`src/rtl/vc_live_pkg.sv`:
```
// Package: shared helpers for the circuit liveness monitor.
// Assumes: configuration values are unsigned counts.
package vc_live_pkg;

    // Treat a zero count as one, so that a zero setting never stalls the block.
    function automatic logic [15:0] at_least_one(input logic [15:0] v);
        return (v == 16'd0) ? 16'd1 : v;
    endfunction

endpackage

```
`src/rtl/lvm_probe_timer.sv`:
```
// Module: lvm_probe_timer
// Counts one-second ticks and marks a probe as due once the selected period
// has elapsed. It also registers the probe request pulse.
// Assumes: tick is a single-cycle pulse; period may change at any time, and a
// shorter period takes effect on the next tick.
module lvm_probe_timer
    import vc_live_pkg::*;
#(
    parameter int PER_W = 8
) (
    input  logic             clk,
    input  logic             rst_n,
    input  logic             active,
    input  logic             restart,
    input  logic             tick,
    input  logic [PER_W-1:0] period,
    output logic             due,
    output logic             probe_send
);
    localparam int EXT_W = 16;

    logic [PER_W-1:0] sec_cnt;
    logic [EXT_W-1:0] eff_period;

    // Effective period (zero behaves as one) and the due condition.
    always_comb begin
        eff_period = at_least_one(EXT_W'(period));
        due = active && !restart && tick &&
              (EXT_W'(sec_cnt) >= (eff_period - EXT_W'(1)));
    end

    // Tick counter and registered probe pulse.
    always_ff @(posedge clk) begin
        if (!rst_n) begin
            sec_cnt    <= '0;
            probe_send <= 1'b0;
        end else begin
            probe_send <= due;
            if (!active || restart) begin
                sec_cnt <= '0;
            end else if (tick) begin
                sec_cnt <= due ? '0 : sec_cnt + PER_W'(1);
            end
        end
    end

endmodule

```
`src/rtl/lvm_verdict.sv`:
```
// Module: lvm_verdict
// Tracks the outstanding probe, judges it answered or missed when the next
// probe falls due, keeps the runs of answers and misses, and decides the
// circuit state. It also reports whether a state change is being verified.
// Assumes: due and reply are single-cycle pulses; restart is a single cycle.
module lvm_verdict
    import vc_live_pkg::*;
#(
    parameter int CNT_W = 8
) (
    input  logic             clk,
    input  logic             rst_n,
    input  logic             active,
    input  logic             restart,
    input  logic             due,
    input  logic             reply,
    input  logic [CNT_W-1:0] up_count,
    input  logic [CNT_W-1:0] down_count,
    output logic             circuit_up,
    output logic             verifying
);
    localparam int EXT_W = 16;

    logic [CNT_W-1:0] ok_run;
    logic [CNT_W-1:0] miss_run;
    logic             pending;
    logic             answered;
    logic             answered_now;
    logic [EXT_W-1:0] up_eff;
    logic [EXT_W-1:0] down_eff;
    logic [EXT_W-1:0] ok_next;
    logic [EXT_W-1:0] miss_next;

    // Helper values for the judgement made at the due point.
    always_comb begin
        answered_now = answered || reply;
        up_eff       = at_least_one(EXT_W'(up_count));
        down_eff     = at_least_one(EXT_W'(down_count));
        ok_next      = EXT_W'(ok_run) + EXT_W'(1);
        miss_next    = EXT_W'(miss_run) + EXT_W'(1);
        verifying    = circuit_up ? (miss_run != '0) : (ok_run != '0);
    end

    // Probe bookkeeping, runs and the up/down decision.
    always_ff @(posedge clk) begin
        if (!rst_n || restart) begin
            circuit_up <= 1'b1;
            ok_run     <= '0;
            miss_run   <= '0;
            pending    <= 1'b0;
            answered   <= 1'b0;
        end else if (active) begin
            if (due) begin
                pending  <= 1'b1;
                answered <= 1'b0;
                if (pending) begin
                    if (answered_now) begin
                        miss_run <= '0;
                        if (!circuit_up) begin
                            if (ok_next >= up_eff) begin
                                circuit_up <= 1'b1;
                                ok_run     <= '0;
                            end else begin
                                ok_run <= ok_next[CNT_W-1:0];
                            end
                        end
                    end else begin
                        ok_run <= '0;
                        if (circuit_up) begin
                            if (miss_next >= down_eff) begin
                                circuit_up <= 1'b0;
                                miss_run   <= '0;
                            end else begin
                                miss_run <= miss_next[CNT_W-1:0];
                            end
                        end
                    end
                end
            end else if (reply && pending) begin
                answered <= 1'b1;
            end
        end
    end

endmodule

```
`src/rtl/vc_liveness_monitor.sv`:
```
// Module: vc_liveness_monitor (top)
// Liveness monitor for one virtual circuit: schedules loopback probes on a
// one-second tick, counts replies and declares the circuit up or down.
// Assumes: sec_tick and reply_rx are single-cycle pulses in the clk domain.
module vc_liveness_monitor #(
    parameter int CNT_W = 8,
    parameter int PER_W = 8
) (
    input  logic             clk,
    input  logic             rst_n,
    input  logic             enable,
    input  logic             sec_tick,
    input  logic             reply_rx,
    input  logic [CNT_W-1:0] cfg_up_count,
    input  logic [CNT_W-1:0] cfg_down_count,
    input  logic [PER_W-1:0] cfg_normal_period,
    input  logic [PER_W-1:0] cfg_retry_period,
    output logic             probe_send,
    output logic             circuit_up
);
    logic             enable_q;
    logic             restart;
    logic             due;
    logic             verifying;
    logic [PER_W-1:0] period_sel;

    // Remember the previous enable so that a rising edge restarts the block.
    always_ff @(posedge clk) begin
        if (!rst_n) enable_q <= 1'b0;
        else        enable_q <= enable;
    end

    // Restart pulse and choice of the active probe period.
    always_comb begin
        restart    = enable && !enable_q;
        period_sel = verifying ? cfg_retry_period : cfg_normal_period;
    end

    lvm_probe_timer #(.PER_W(PER_W)) i_timer (
        .clk        (clk),
        .rst_n      (rst_n),
        .active     (enable),
        .restart    (restart),
        .tick       (sec_tick),
        .period     (period_sel),
        .due        (due),
        .probe_send (probe_send)
    );

    lvm_verdict #(.CNT_W(CNT_W)) i_verdict (
        .clk        (clk),
        .rst_n      (rst_n),
        .active     (enable),
        .restart    (restart),
        .due        (due),
        .reply      (reply_rx),
        .up_count   (cfg_up_count),
        .down_count (cfg_down_count),
        .circuit_up (circuit_up),
        .verifying  (verifying)
    );

endmodule

```
`config.mk`:
```
export PLATFORM = sky130hd
export DESIGN_NAME = vc_liveness_monitor
export DESIGN_NICKNAME = d
export VERILOG_FILES = /design/src/rtl/vc_live_pkg.sv /design/src/rtl/lvm_probe_timer.sv /design/src/rtl/lvm_verdict.sv /design/src/rtl/vc_liveness_monitor.sv
export SDC_FILE = /design/constraint.sdc
export NUM_CORES = 1
export LEC_CHECK = 0
export BUFFER_PORTS_ARGS = -buffer_cell sky130_fd_sc_hd__buf_2
export CAP_MARGIN = 0
export CORE_MARGIN = 3
export CORE_UTILIZATION = 30
export DETAILED_ROUTE_END_ITERATION = 8
export GPL_ROUTABILITY_DRIVEN = 1
export GPL_TIMING_DRIVEN = 0
export PLACE_DENSITY = 0.43
export REMOVE_ABC_BUFFERS = 1
export SYNTH_ARGS = -nofsm -noshare
export SYNTH_HDL_FRONTEND = slang
export SYNTH_SLANG_ARGS = --single-unit
```
`constraint.sdc`:
```
create_clock -name clk -period 4.8 [get_ports clk]
set_clock_uncertainty 0.05 [all_clocks]
set_input_delay 0.96 -clock clk [delete_from_list [all_inputs] [get_ports clk]]
set_output_delay 0.96 -clock clk [all_outputs]
set_load 0.05 [all_outputs]
```
==> summary.txt <==
==========================================================================================
Peak clock frequency supported by timing ....................................    0.227 GHz
Area of the placeable core ..................................................  0.00838 mm2
Post-route clock period utilization .........................................        91.8%
Count of mapped cells out of synthesis ......................................          327
First-pass GRT wire length ..................................................      11.0 mm
Path category of the worst min-delay check ..................................      reg2reg
Iter 0 DRT Violations .......................................................           71
Worst reg2reg setup slack ...................................................      0.40 ns
Commonest non-fill, non-tap cell in the layout .............................. sky130_fd_sc_hd__buf_2
Result of the run ........................................................... complete, no violations
Clk Tree Root Cell .......................................................... sky130_fd_sc_hd__clkbuf_8
DRC violation count after routing ...........................................            0
Worst setup path end ........................................................ i_verdict.ok_run[3]$_SDFFE_PP0P_
Final-stage net count .......................................................          429
Clock latency of the later-clocked register in the worst-skew pair ..........      0.28 ns
Worst setup startpoint ...................................................... i_verdict.miss_run[0]$_SDFFE_PP0P_
Worst slew slack as a fraction of its limit .................................        43.0%
Antenna cell count ..........................................................            0
Ys async rst share ..........................................................           0%
Portion of the post-synthesis area used by sequential elements ..............        22.0%
Reg-to-reg critical path endpoint ........................................... i_verdict.ok_run[3]$_SDFFE_PP0P_
Initial Util ................................................................        31.5%
Post-synthesis share of cell area spent on xor and xnor gates ...............        7.29%
Beginning of the worst register-to-register path ............................ i_verdict.miss_run[0]$_SDFFE_PP0P_
Top post-synthesis cells by area ............................................ sky130_fd_sc_hd__dfxtp_1, sky130_fd_sc_hd__ha_1, sky130_fd_sc_hd__xor2_1
Synth Area in Compound Gates ................................................        19.8%
Synthesized area per cell ...................................................     8.08 um2
Pwr/cell area ...............................................................   169 mW/mm2
Cts hold-fix bufs ...........................................................            0
IO Port Bufs ................................................................           38
Routability congestion estimate from global placement .......................        0.776
Number of antenna violations at the first check in global routing ...........            0
CP Launch Type ..............................................................         flop
Post-Route WL ...............................................................      6.79 mm
Netlist area before placement ...............................................  0.00264 mm2
CTS clk-pin slew, worst paths ...............................................      0.07 ns
Setup fix buffers added after clock tree synthesis ..........................            0
I/O pin count ...............................................................           39
WHS .........................................................................     0.465 ns
Count of maximum capacitance violations .....................................            0
Type of the worst setup path ................................................      reg2reg
Number of enable-type register cells in the synthesized netlist .............            0
Dominant combinational cell family by area after synthesis .................. simple AND/OR/NAND/NOR gates
RSZ-0062 raised after global routing ........................................           no
Num rows ....................................................................           33
Critical path endpoint category .............................................         flop
Die span in y ...............................................................      99.9 um
Data required time at the worst endpoint ....................................      4.96 ns
Placement-stage worst setup slack ...........................................    -0.211 ns
Clock tree from TritonCTS ...................................................        built
Average vias per placed instance ............................................         5.20
Num CTS Buffers .............................................................            5
Peak supply drop ............................................................    0.0889 mV
Prevailing post-synth register cell ......................................... sky130_fd_sc_hd__dfxtp_1
Maximum number of pins on one net before global-route repair ................           18
Share of synthesized cell area in full adder, half adder and majority cells .        14.7%
Data arrival time of the worst path .........................................      4.56 ns
Tightest Pin Transition .....................................................     0.842 ns
Count of synthesis-stage warnings from yosys ................................            0
Peak fanout along the critical path .........................................           17
Share of cells above drive strength 1 .......................................        17.4%
Total track usage ...........................................................        13.8%
Number of instances on the worst hold path ..................................            2
Setup violators final .......................................................            0
Total iterations of the first detailed-routing run ..........................            6
Grt total ovfl ..............................................................            0
Number of fillers in the final layout .......................................          919
CTS HTree Levels ............................................................            2
Crit path time final ........................................................      4.40 ns
Highest-count cells in the layout ignoring fill and taps .................... sky130_fd_sc_hd__buf_2, sky130_fd_sc_hd__ha_1, sky130_fd_sc_hd__dfxtp_1
Number of hold-slack violations in the final timing report ..................            0
Pleak .......................................................................      1.28 nW
Unique masters post-synth ...................................................           56
Depth of the worst register-to-register path ................................           17
Area of the die .............................................................  0.00998 mm2
Fraction of synthesized area in multiplexers ................................        1.14%
Worst Slack Setup Final .....................................................     0.395 ns
Post-synth top area cell .................................................... sky130_fd_sc_hd__dfxtp_1
Count of vias placed by the detailed router .................................        2,430
Remaining antenna violation count ...........................................            0
Die span in x ...............................................................      99.9 um
Clock Sinks .................................................................           29
Buffer depth of the longest clock path ......................................            2
Area share of and/or/nand/nor cells after synthesis .........................        28.8%
Number of pins with negative max-slew slack in the final report .............            0
Sum of negative setup slack .................................................         0 ns
Placed wire-length estimate .................................................      5.37 mm
WL per Instance .............................................................      14.5 um
Top-area cell type share of the netlist area ................................        22.0%
Synth-to-Final Area Change ..................................................        13.8%
Synthesized flop and latch total ............................................           29
Via count of the first global-routing pass ..................................        2,197
==========================================================================================
==> metrics by stage <==
step | std cells | util [%] | cell area [um2] | total power, mW
finish | 467 | 35.9 | 3010 | 0.508
global route | 467 | 35.9 | 3010 | 0.539
CTS | 467 | 35.7 | 2990 | 0.517
detailed placement | 459 | 34.6 | 2900 | 0.318
global placement | 458 | 34.5 | 2900 | 0.316
floorplan | 315 | - | 2570 | 0.283
==> how the worst min path moves through the flow <==
| stage | startpoint | to |
|---|---|---|
| after floorplan | enable_q$_SDFF_PN0_ | i_timer.sec_cnt[0]$_SDFFE_PP0P_ |
| after global placement | i_verdict.ok_run[1]$_SDFFE_PP0P_ | i_verdict.ok_run[1]$_SDFFE_PP0P_ |
| after detailed placement | i_verdict.ok_run[1]$_SDFFE_PP0P_ | i_verdict.ok_run[1]$_SDFFE_PP0P_ |
| after CTS | i_verdict.ok_run[1]$_SDFFE_PP0P_ | i_verdict.ok_run[1]$_SDFFE_PP0P_ |
| after global routing | i_verdict.miss_run[7]$_SDFFE_PP0P_ | i_verdict.miss_run[7]$_SDFFE_PP0P_ |
| final | i_verdict.ok_run[1]$_SDFFE_PP0P_ | i_verdict.ok_run[1]$_SDFFE_PP0P_ |
==> cells in the mapped netlist (all sizes together) (2+ instances only) <==
| master | count |
|---|---|
| and3 | 5 |
| nand2b | 5 |
| nand4 | 10 |
| a211o | 4 |
| nand2 | 26 |
| o211ai | 4 |
| o31ai | 2 |
| nor2 | 26 |
| nand4b | 3 |
| nor3 | 11 |
| mux2i | 3 |
| nor3b | 3 |
| clkbuf | 5 |
| o2bb2ai | 5 |
| dfxtp | 29 |
| nor4 | 9 |
| xnor2 | 8 |
| or2 | 2 |
| xor2 | 14 |
| nor4b | 3 |
| o21ai | 15 |
| nand3 | 15 |
| a41o | 3 |
| a21oi | 13 |
| o21a | 2 |
| o311a | 2 |
| a211oi | 3 |
| buf | 7 |
| and2 | 6 |
| ha | 31 |
| nor2b | 2 |
| inv | 26 |
| a21boi | 5 |
| or3 | 3 |
| a31oi | 2 |
| a32o | 6 |
==> sequential cells by signal, summed over array words and instances (netlist names) <==
signal and count:
i_verdict.circuit_up 1, i_verdict.pending 1, i_timer.probe_send 1, i_timer.sec_cnt 8, i_verdict.answered 1, i_verdict.miss_run 8
enable_q 1, i_verdict.ok_run 8
==> power by group <==
part           total [mW]  internal (mW)  switching (mW)
clock               0.195          0.100          0.0945
combinational      0.0710         0.0292          0.0418
sequential          0.242          0.241        0.000878
total               0.508          0.371           0.137
==> final cells by class <==
type | count | area (um2) | share of cell area (%)
timing repair buffer | 39 | 198 | 6.57
multi-input combinational | 260 | 1920 | 63.8
clock buffer | 6 | 72.6 | 2.41
sequential | 29 | 581 | 19.3
tap | 105 | 131 | 4.37
clock inverter | 2 | 10.0 | 0.333
inverter | 26 | 97.6 | 3.24
==> routing by layer <==
layer	GRT usage (%)	wire length, um	up-vias
met1	19.1	3450	1107
met2	22.0	3040	45
met5	0	0	-
met3	1.88	211	7
met4	4.41	86	0
li1	-	-	1271
==> critical path, stage by stage, from the launching register on <==
cell and delay (ns):
sky130_fd_sc_hd__dfxtp_1 0.37, sky130_fd_sc_hd__inv_1 0.10, sky130_fd_sc_hd__ha_1 0.15, sky130_fd_sc_hd__nor4bb_2 0.33
sky130_fd_sc_hd__nand2_1 0.15, sky130_fd_sc_hd__nand2_2 0.30, sky130_fd_sc_hd__mux2i_1 0.35, sky130_fd_sc_hd__ha_4 0.25
sky130_fd_sc_hd__nand2_1 0.08, sky130_fd_sc_hd__o211a_1 0.21, sky130_fd_sc_hd__nor4_1 0.38, sky130_fd_sc_hd__ha_1 0.23
sky130_fd_sc_hd__o21ai_0 0.09, sky130_fd_sc_hd__a21oi_1 0.32, sky130_fd_sc_hd__nand3_1 0.11, sky130_fd_sc_hd__and4b_2 0.44
sky130_fd_sc_hd__and2_1 0.28, sky130_fd_sc_hd__o2bb2ai_1 0.14
==> repair_timing <==
action / 4_1_cts / 5_1_grt
pin swaps: 0 / 0
resized for setup: 2 / 4
endpoints found under the setup margin: 12 / 12
==> kinds of logic (layout without fill, tap and decap cells) <==
logic type	Yosys count	after routing
adders and majority gates	31	31
buffers and inverters	38	73
AOI/OAI and AO/OA	71	71
muxes	3	3
DFF	29	29
xor gates and xnor gates	22	22
and+or+nand+nor	133	133
Power figures use the tool's default switching activity.
